--- src/rtl/twv_pkg.sv ---
package twv_pkg;
  typedef enum logic [3:0] {
    ST_IDLE, ST_LOW, ST_HIL, ST_HIM, ST_ENA,
    ST_S1, ST_W1, ST_S2, ST_W2, ST_CELL, ST_CW
  } twv_state_e;

  typedef enum logic [1:0] {PH_NONE, PH_LOW, PH_HIL, PH_HIM} twv_phase_e;

  typedef enum logic [1:0] {VK_NONE, VK_ONES, VK_ZEROS, VK_CELL} twv_vkind_e;
endpackage

--- src/rtl/twv_sel_gen.sv ---
module twv_sel_gen
  import twv_pkg::*;
#(
  parameter int WIDTH = 16,
  parameter int SEG_W = 8,
  localparam int NSEG = WIDTH / SEG_W,
  localparam int SEG_IW = (NSEG > 1) ? $clog2(NSEG) : 1
) (
  input  twv_phase_e        phase,
  input  logic [SEG_IW-1:0] seg,
  input  logic [WIDTH-1:0]  data,
  input  logic [WIDTH-1:0]  mask,
  output logic [WIDTH-1:0]  sel_left,
  output logic [WIDTH-1:0]  sel_mid
);
  logic [WIDTH-1:0] want_l, want_m, segmask;

  // one window of SEG_W columns is open per step
  for (genvar g = 0; g < NSEG; g++) begin : g_seg
    assign segmask[g*SEG_W +: SEG_W] = {SEG_W{seg == SEG_IW'(g)}};
  end

  always_comb begin
    want_l = '0;
    want_m = '0;
    case (phase)
      PH_LOW: begin
        want_l = ~data & ~mask;
        want_m = data & ~mask;
      end
      PH_HIL: want_l = data | mask;
      PH_HIM: want_m = ~data | mask;
      default: ;
    endcase
  end

  assign sel_left = want_l & segmask;
  assign sel_mid  = want_m & segmask;
endmodule

--- src/rtl/twv_key_gen.sv ---
module twv_key_gen
  import twv_pkg::*;
#(
  parameter int WIDTH = 16,
  localparam int COL_W = (WIDTH > 1) ? $clog2(WIDTH) : 1
) (
  input  twv_vkind_e       kind,
  input  logic [COL_W-1:0] col,
  input  logic [WIDTH-1:0] data,
  input  logic [WIDTH-1:0] mask,
  output logic [WIDTH-1:0] key,
  output logic [WIDTH-1:0] wild
);
  logic [WIDTH-1:0] col_hot;

  for (genvar c = 0; c < WIDTH; c++) begin : g_hot
    assign col_hot[c] = (col == COL_W'(c));
  end

  always_comb begin
    key  = '0;
    wild = '0;
    case (kind)
      VK_ONES:  key = data | mask;
      VK_ZEROS: key = data & ~mask;
      VK_CELL: begin
        key  = ~data & col_hot;
        wild = ~col_hot;
      end
      default: ;
    endcase
  end
endmodule

--- src/rtl/trow_wv_seq.sv ---
module trow_wv_seq
  import twv_pkg::*;
#(
  parameter int ROWS = 8,
  parameter int WIDTH = 16,
  parameter int SEG_W = 8,
  parameter int PROG_CYCLES = 3,
  localparam int ROW_W = (ROWS > 1) ? $clog2(ROWS) : 1
) (
  input  logic             clk,
  input  logic             rst_n,
  input  logic             req_valid,
  output logic             req_ready,
  input  logic [ROW_W-1:0] req_row,
  input  logic [WIDTH-1:0] req_data,
  input  logic [WIDTH-1:0] req_mask,
  output logic             busy,
  output logic             done,
  output logic             err,
  output logic [ROW_W-1:0] arr_row,
  output logic             prog_en,
  output logic             prog_lvl,
  output logic [WIDTH-1:0] sel_left,
  output logic [WIDTH-1:0] sel_mid,
  output logic             en_clr_all,
  output logic             en_set,
  output logic             srch_en,
  output logic [WIDTH-1:0] srch_key,
  output logic [WIDTH-1:0] srch_wild,
  input  logic             srch_hit
);
  localparam int NSEG   = WIDTH / SEG_W;
  localparam int SEG_IW = (NSEG > 1) ? $clog2(NSEG) : 1;
  localparam int COL_W  = (WIDTH > 1) ? $clog2(WIDTH) : 1;
  localparam int PC_W   = (PROG_CYCLES > 1) ? $clog2(PROG_CYCLES) : 1;

  twv_state_e        state;
  logic [ROW_W-1:0]  row_q;
  logic [WIDTH-1:0]  data_q, mask_q;
  logic [SEG_IW-1:0] seg_q;
  logic [PC_W-1:0]   cyc_q;
  logic [COL_W-1:0]  col_q;
  logic              done_q, err_q;

  twv_phase_e phase;
  twv_vkind_e vkind;
  logic step_last, seg_last, col_last, col_x;

  assign step_last = (cyc_q == PC_W'(PROG_CYCLES - 1));
  assign seg_last  = (seg_q == SEG_IW'(NSEG - 1));
  assign col_last  = (col_q == COL_W'(WIDTH - 1));
  assign col_x     = mask_q[col_q];

  always_comb begin
    case (state)
      ST_LOW:  phase = PH_LOW;
      ST_HIL:  phase = PH_HIL;
      ST_HIM:  phase = PH_HIM;
      default: phase = PH_NONE;
    endcase
    case (state)
      ST_S1:   vkind = VK_ONES;
      ST_S2:   vkind = VK_ZEROS;
      ST_CELL: vkind = col_x ? VK_NONE : VK_CELL;
      default: vkind = VK_NONE;
    endcase
  end

  twv_sel_gen #(.WIDTH(WIDTH), .SEG_W(SEG_W)) u_sel (
    .phase(phase), .seg(seg_q), .data(data_q), .mask(mask_q),
    .sel_left(sel_left), .sel_mid(sel_mid)
  );

  twv_key_gen #(.WIDTH(WIDTH)) u_key (
    .kind(vkind), .col(col_q), .data(data_q), .mask(mask_q),
    .key(srch_key), .wild(srch_wild)
  );

  assign busy       = (state != ST_IDLE);
  assign req_ready  = ~busy;
  assign done       = done_q;
  assign err        = err_q;
  assign arr_row    = row_q;
  assign prog_en    = (phase != PH_NONE);
  assign prog_lvl   = (phase == PH_HIL) || (phase == PH_HIM);
  assign en_clr_all = (state == ST_ENA);
  assign en_set     = (state == ST_ENA);
  assign srch_en    = (vkind != VK_NONE);

  always_ff @(posedge clk) begin
    if (!rst_n) begin
      state  <= ST_IDLE;
      row_q  <= '0;
      data_q <= '0;
      mask_q <= '0;
      seg_q  <= '0;
      cyc_q  <= '0;
      col_q  <= '0;
      done_q <= 1'b0;
      err_q  <= 1'b0;
    end else begin
      done_q <= 1'b0;
      case (state)
        ST_IDLE: if (req_valid) begin
          row_q  <= req_row;
          data_q <= req_data;
          mask_q <= req_mask;
          seg_q  <= '0;
          cyc_q  <= '0;
          err_q  <= 1'b0;
          state  <= ST_LOW;
        end
        ST_LOW, ST_HIL, ST_HIM: begin
          if (step_last) begin
            cyc_q <= '0;
            if (seg_last) begin
              seg_q <= '0;
              state <= (state == ST_LOW) ? ST_HIL :
                       (state == ST_HIL) ? ST_HIM : ST_ENA;
            end else begin
              seg_q <= seg_q + 1'b1;
            end
          end else begin
            cyc_q <= cyc_q + 1'b1;
          end
        end
        ST_ENA: state <= ST_S1;
        ST_S1:  state <= ST_W1;
        ST_W1:  if (!srch_hit) begin
          err_q <= 1'b1; done_q <= 1'b1; state <= ST_IDLE;
        end else state <= ST_S2;
        ST_S2:  state <= ST_W2;
        ST_W2:  if (!srch_hit) begin
          err_q <= 1'b1; done_q <= 1'b1; state <= ST_IDLE;
        end else begin
          col_q <= '0;
          state <= ST_CELL;
        end
        ST_CELL: if (!col_x) state <= ST_CW;
        else if (col_last) begin
          done_q <= 1'b1; state <= ST_IDLE;
        end else col_q <= col_q + 1'b1;
        ST_CW: if (srch_hit) begin
          err_q <= 1'b1; done_q <= 1'b1; state <= ST_IDLE;
        end else if (col_last) begin
          done_q <= 1'b1; state <= ST_IDLE;
        end else begin
          col_q <= col_q + 1'b1;
          state <= ST_CELL;
        end
        default: state <= ST_IDLE;
      endcase
    end
  end

  // searching and wildcard lines stay quiet while programming
  assert_prog_quiet_R2: assert property (@(posedge clk) disable iff (!rst_n)
    prog_en |-> (!srch_en && srch_wild == '0));
  // element count per program step bounded by one segment
  assert_sel_limit_R4: assert property (@(posedge clk) disable iff (!rst_n)
    $countones({sel_left, sel_mid}) <= SEG_W);
  // selects only with the strobe
  assert_sel_idle_R3: assert property (@(posedge clk) disable iff (!rst_n)
    !prog_en |-> ((sel_left | sel_mid) == '0));
  // no low step once high steps have started
  assert_low_first_R3: assert property (@(posedge clk) disable iff (!rst_n)
    (prog_en && prog_lvl) |=> !(prog_en && !prog_lvl));
  // done is a single-cycle pulse with busy low
  assert_done_pulse_R7: assert property (@(posedge clk) disable iff (!rst_n)
    done |=> !done);
  assert_done_idle_R7: assert property (@(posedge clk) disable iff (!rst_n)
    done |-> !busy);
  // error only appears with the end pulse
  assert_err_done_R7: assert property (@(posedge clk) disable iff (!rst_n)
    $rose(err) |-> done);
  // an operation starts only from an offered request
  assert_accept_R8: assert property (@(posedge clk) disable iff (!rst_n)
    $rose(busy) |-> $past(req_valid));
endmodule

--- config.mk ---
export PLATFORM = sky130hd
export DESIGN_NAME = trow_wv_seq
export DESIGN_NICKNAME = d
export VERILOG_FILES = /design/src/rtl/twv_pkg.sv /design/src/rtl/twv_sel_gen.sv /design/src/rtl/twv_key_gen.sv /design/src/rtl/trow_wv_seq.sv
export SDC_FILE = /design/constraint.sdc
export NUM_CORES = 1
export LEC_CHECK = 0
export BUFFER_PORTS_ARGS = -buffer_cell sky130_fd_sc_hd__buf_2
export CAP_MARGIN = 20
export CORE_UTILIZATION = 30
export CTS_BUF_LIST = sky130_fd_sc_hd__clkbuf_8
export DETAILED_ROUTE_END_ITERATION = 16
export SKIP_CTS_REPAIR_TIMING = 1
export SLEW_MARGIN = 15
export SYNTH_ARGS = -nofsm -noshare
export SYNTH_HDL_FRONTEND = slang
export SYNTH_HIERARCHICAL = 1
export SYNTH_SLANG_ARGS = --single-unit
--- constraint.sdc ---
create_clock -name clk -period 5 [get_ports clk]
set_input_delay 0.5 -clock clk [delete_from_list [all_inputs] [get_ports clk]]
set_output_delay 0.5 -clock clk [all_outputs]
set_load 0.005 [all_outputs]
==> qor.csv <==
metric,value,unit
synthesized net count,558,
yosys warns,6,
register area share after synthesis,25.0,%
Synth top area share,25.0,%
worst min-delay path class,in -> reg,
Sum Neg Setup Slack,0,ps
area grow syn2layout,19.1,%
filler instances,1301,
crit path cell chain,"mux2_1, nor3b_1, nor3_4, or3_4, nand2_1, nand2b_1, or3b_2, nand3_1, buf_2",
drt drc,0,
min Tclk post-route,4210,ps
IO Pins,115,
HP Start,req_mask[3],
initial antenna violation count,0,
"Slew Viols, Final",0,
startpoint types,flop,
die area,0.0133,mm2
max incr delay on CP,770,ps
sequential share of power,34.5,%
type of the worst setup path,reg -> out,
worst-path maximum fanout,22,
worst reg2reg path startpoint,col_q[2],
number of global-route vias before repair,3610,
largest net degree at the start of global routing,51,
Worst Max-Slew Pin Slew,1050,ps
Power Density,365,mW/mm2
Post-Syn Instances,518,
clk sinks,48,
H-tree depth,2,
Mapped Area,0.00384,mm2
P_leak,1.83,nW
Final Hold Fails,0,
clk buf depth,2,
FF-to-FF setup slack,2540,ps
GRT overflow,0,
final period utilization,84.2,%
GRT Overall Usage,19.6,%
Worst-path clk slew,100,ps
Net Sw Power,0.711,mW
RSZ-0062 raised after global routing,no,
first-pass GRT wire length,20000,um
sw frac,42.7,%
Power Total,1.67,mW
Synth area leaders,"dfxtp_1, nand2_1, a21boi_0, nor2_1, o21ai_0",
crit end category,output port,
first-pass iteration count of the detailed router,5,
final wirelength,12800,um
via count,4015,
wire per inst,16.5,um
Slew Limit Headroom,29.6,%
Initial Util,31.3,%
Skew-Pair Late Insertion Delay,300,ps
count of different cell masters after synthesis,57,
status,completed,
Critical R2R Capture,state[0],
PortBufs,114,
Peak VDD IR,195,uV
worst endpoint required time,4500,ps
Core Box Area,0.0123,mm2
Die Ht,115,um
Hold Path Stages,3,
combinational cell fraction of total power,44.8,%
Peak Freq,238,MHz
DRT iter0 DRCs,358,
R2R depth,6,
Num CTS Buffers,5,
"Data arrival, critical path",3710,ps
Rows,40,
mean area per synthesized cell,7.41,um2
share of layout cells above drive strength 1,31.1,%
Via-to-Cell Ratio,5.18,
Clock power frac,20.6,%
Seq cells post-synth,48,
"area leader, netlist",dfxtp_1,
Final HPWL DP,9370,um
Die Wd,115,um
Hold Path End,mask_q[3],
CTS root buf,clkbuf_8,
Max-Cap Viols,0,
Ant. Diodes,0,
CTS tree,yes,
slowest CP cell,dfxtp_1,
P_int,0.956,mW
DRT antenna net count,0,
Final nets,646,
Placer Congestion,0.938,
final setup vio count,0,
Clock Skews,8.66,ps
## power by group through the flow
stage	clock, mW	combinational (mW)	sequential [mW]
finish	0.344	0.748	0.576
global route	0.373	0.836	0.592
CTS	0.353	0.755	0.574
detailed placement	0	0.751	0.583
global placement	0	0.738	0.579
floorplan	0	0.608	0.520
## worst max-delay path, delay by kind of cell, from the launching register on
family        cells  cell delay, ps
simple gates      7            2130
flops             1             770
buf+inv           1             130
mux               1             380
## cells in the mapped netlist (all sizes together)
cell type and n:
o31ai 2, xnor2 17, a211oi 1, mux4 3, nor2b 26, or4 12, a21oi 21, mux2i 2
and4bb 2, o2111a 1, buf 19, o21ai 47, o221ai 6, nor4 1, a21boi 48, mux2 2
and2b 2, nand2 105, or3 1, o31a 1, or2 1, or3b 10, nand2b 14, or4b 1
a31o 1, o311a 1, nor3 3, ha 1, a31oi 8, inv 5, o21a 3, nor2 51
and3 1, nor3b 2, o22ai 3, dfxtp 48, nand3b 6, clkbuf 19, nand3 16, a22oi 1
and2 4
## metal layers
layer / up-vias / share of wire [%] / GRT usage, %
met5: - / 0 / 0
met3: 11 / 6.3 / 2.90
met1: 1884 / 48 / 28.8
li1: 1968 / - / -
met4: 0 / 1.1 / 4.24
met2: 152 / 44 / 30.2
## cell type report
type | count | area, um2 | area share (%)
Timing Repair Buffer | 119 | 608 | 13.3
Clock inverter | 3 | 68.8 | 1.51
Clock buffer | 5 | 68.8 | 1.51
Sequential cell | 48 | 961 | 21.0
Tap cell | 168 | 210 | 4.60
Multi-Input combinational cell | 427 | 2640 | 57.7
Inverter | 5 | 18.8 | 0.411
## how the worst max path moves through the flow
stage | start | end | slack [ps] | depth (start not counted)
2_1_floorplan | col_q[1] | srch_key[13] | 1920 | 10
3_3_place_gp | col_q[1] | srch_key[12] | 1300 | 9
3_5_place_dp | col_q[2] | srch_key[12] | 1170 | 9
4_1_cts | col_q[1] | srch_key[12] | 820 | 9
5_1_grt | col_q[1] | srch_key[12] | 570 | 9
6_report | col_q[2] | srch_key[12] | 790 | 9
## through the flow
stage               area [um2]  util (%)  std cells  hold slack (ps)  setup slack [ps]
floorplan                 3840         -        518              460              1920
global placement          4430      36.2        767              453              1300
global route              4570      37.3        775              420               571
detailed placement        4430      36.2        767              465              1170
CTS                       4570      37.3        775              427               821
finish                    4570      37.3        775              436               791
## placed cells by master (no fill, tap or decap), drive strengths merged, types with 3 or more instances in the layout
master / n
nand3b: 6
mux4: 3
o221ai: 6
nor2b: 26
xnor2: 17
buf: 119
a31oi: 8
nand2b: 14
a21boi: 48
or4: 12
nor3: 3
clkbuf: 5
o22ai: 3
nand3: 16
inv: 6
and2: 4
dfxtp: 48
o21ai: 47
nor2: 51
a21oi: 21
or3b: 10
nand2: 105
o21a: 3
## cell families after synthesis
family	Yosys count	share of synthesized area, %
and+or+nand+nor	258	34.6
buffers and inverters	43	6.39
AOI/OAI and AO/OA	144	26.9
xor gates and xnor gates	17	3.88
DFF	48	25.0
adders and majority gates	1	0.326
muxes	7	2.87
## sequential cells by signal (all words and copies together), names as in the netlist
name      flops
data_q       16
mask_q       16
col_q         4
state         4
arr_row       3
cyc_q         2
done          1
err           1
seg_last      1
No activity file was read; power rests on OpenSTA's default activity.
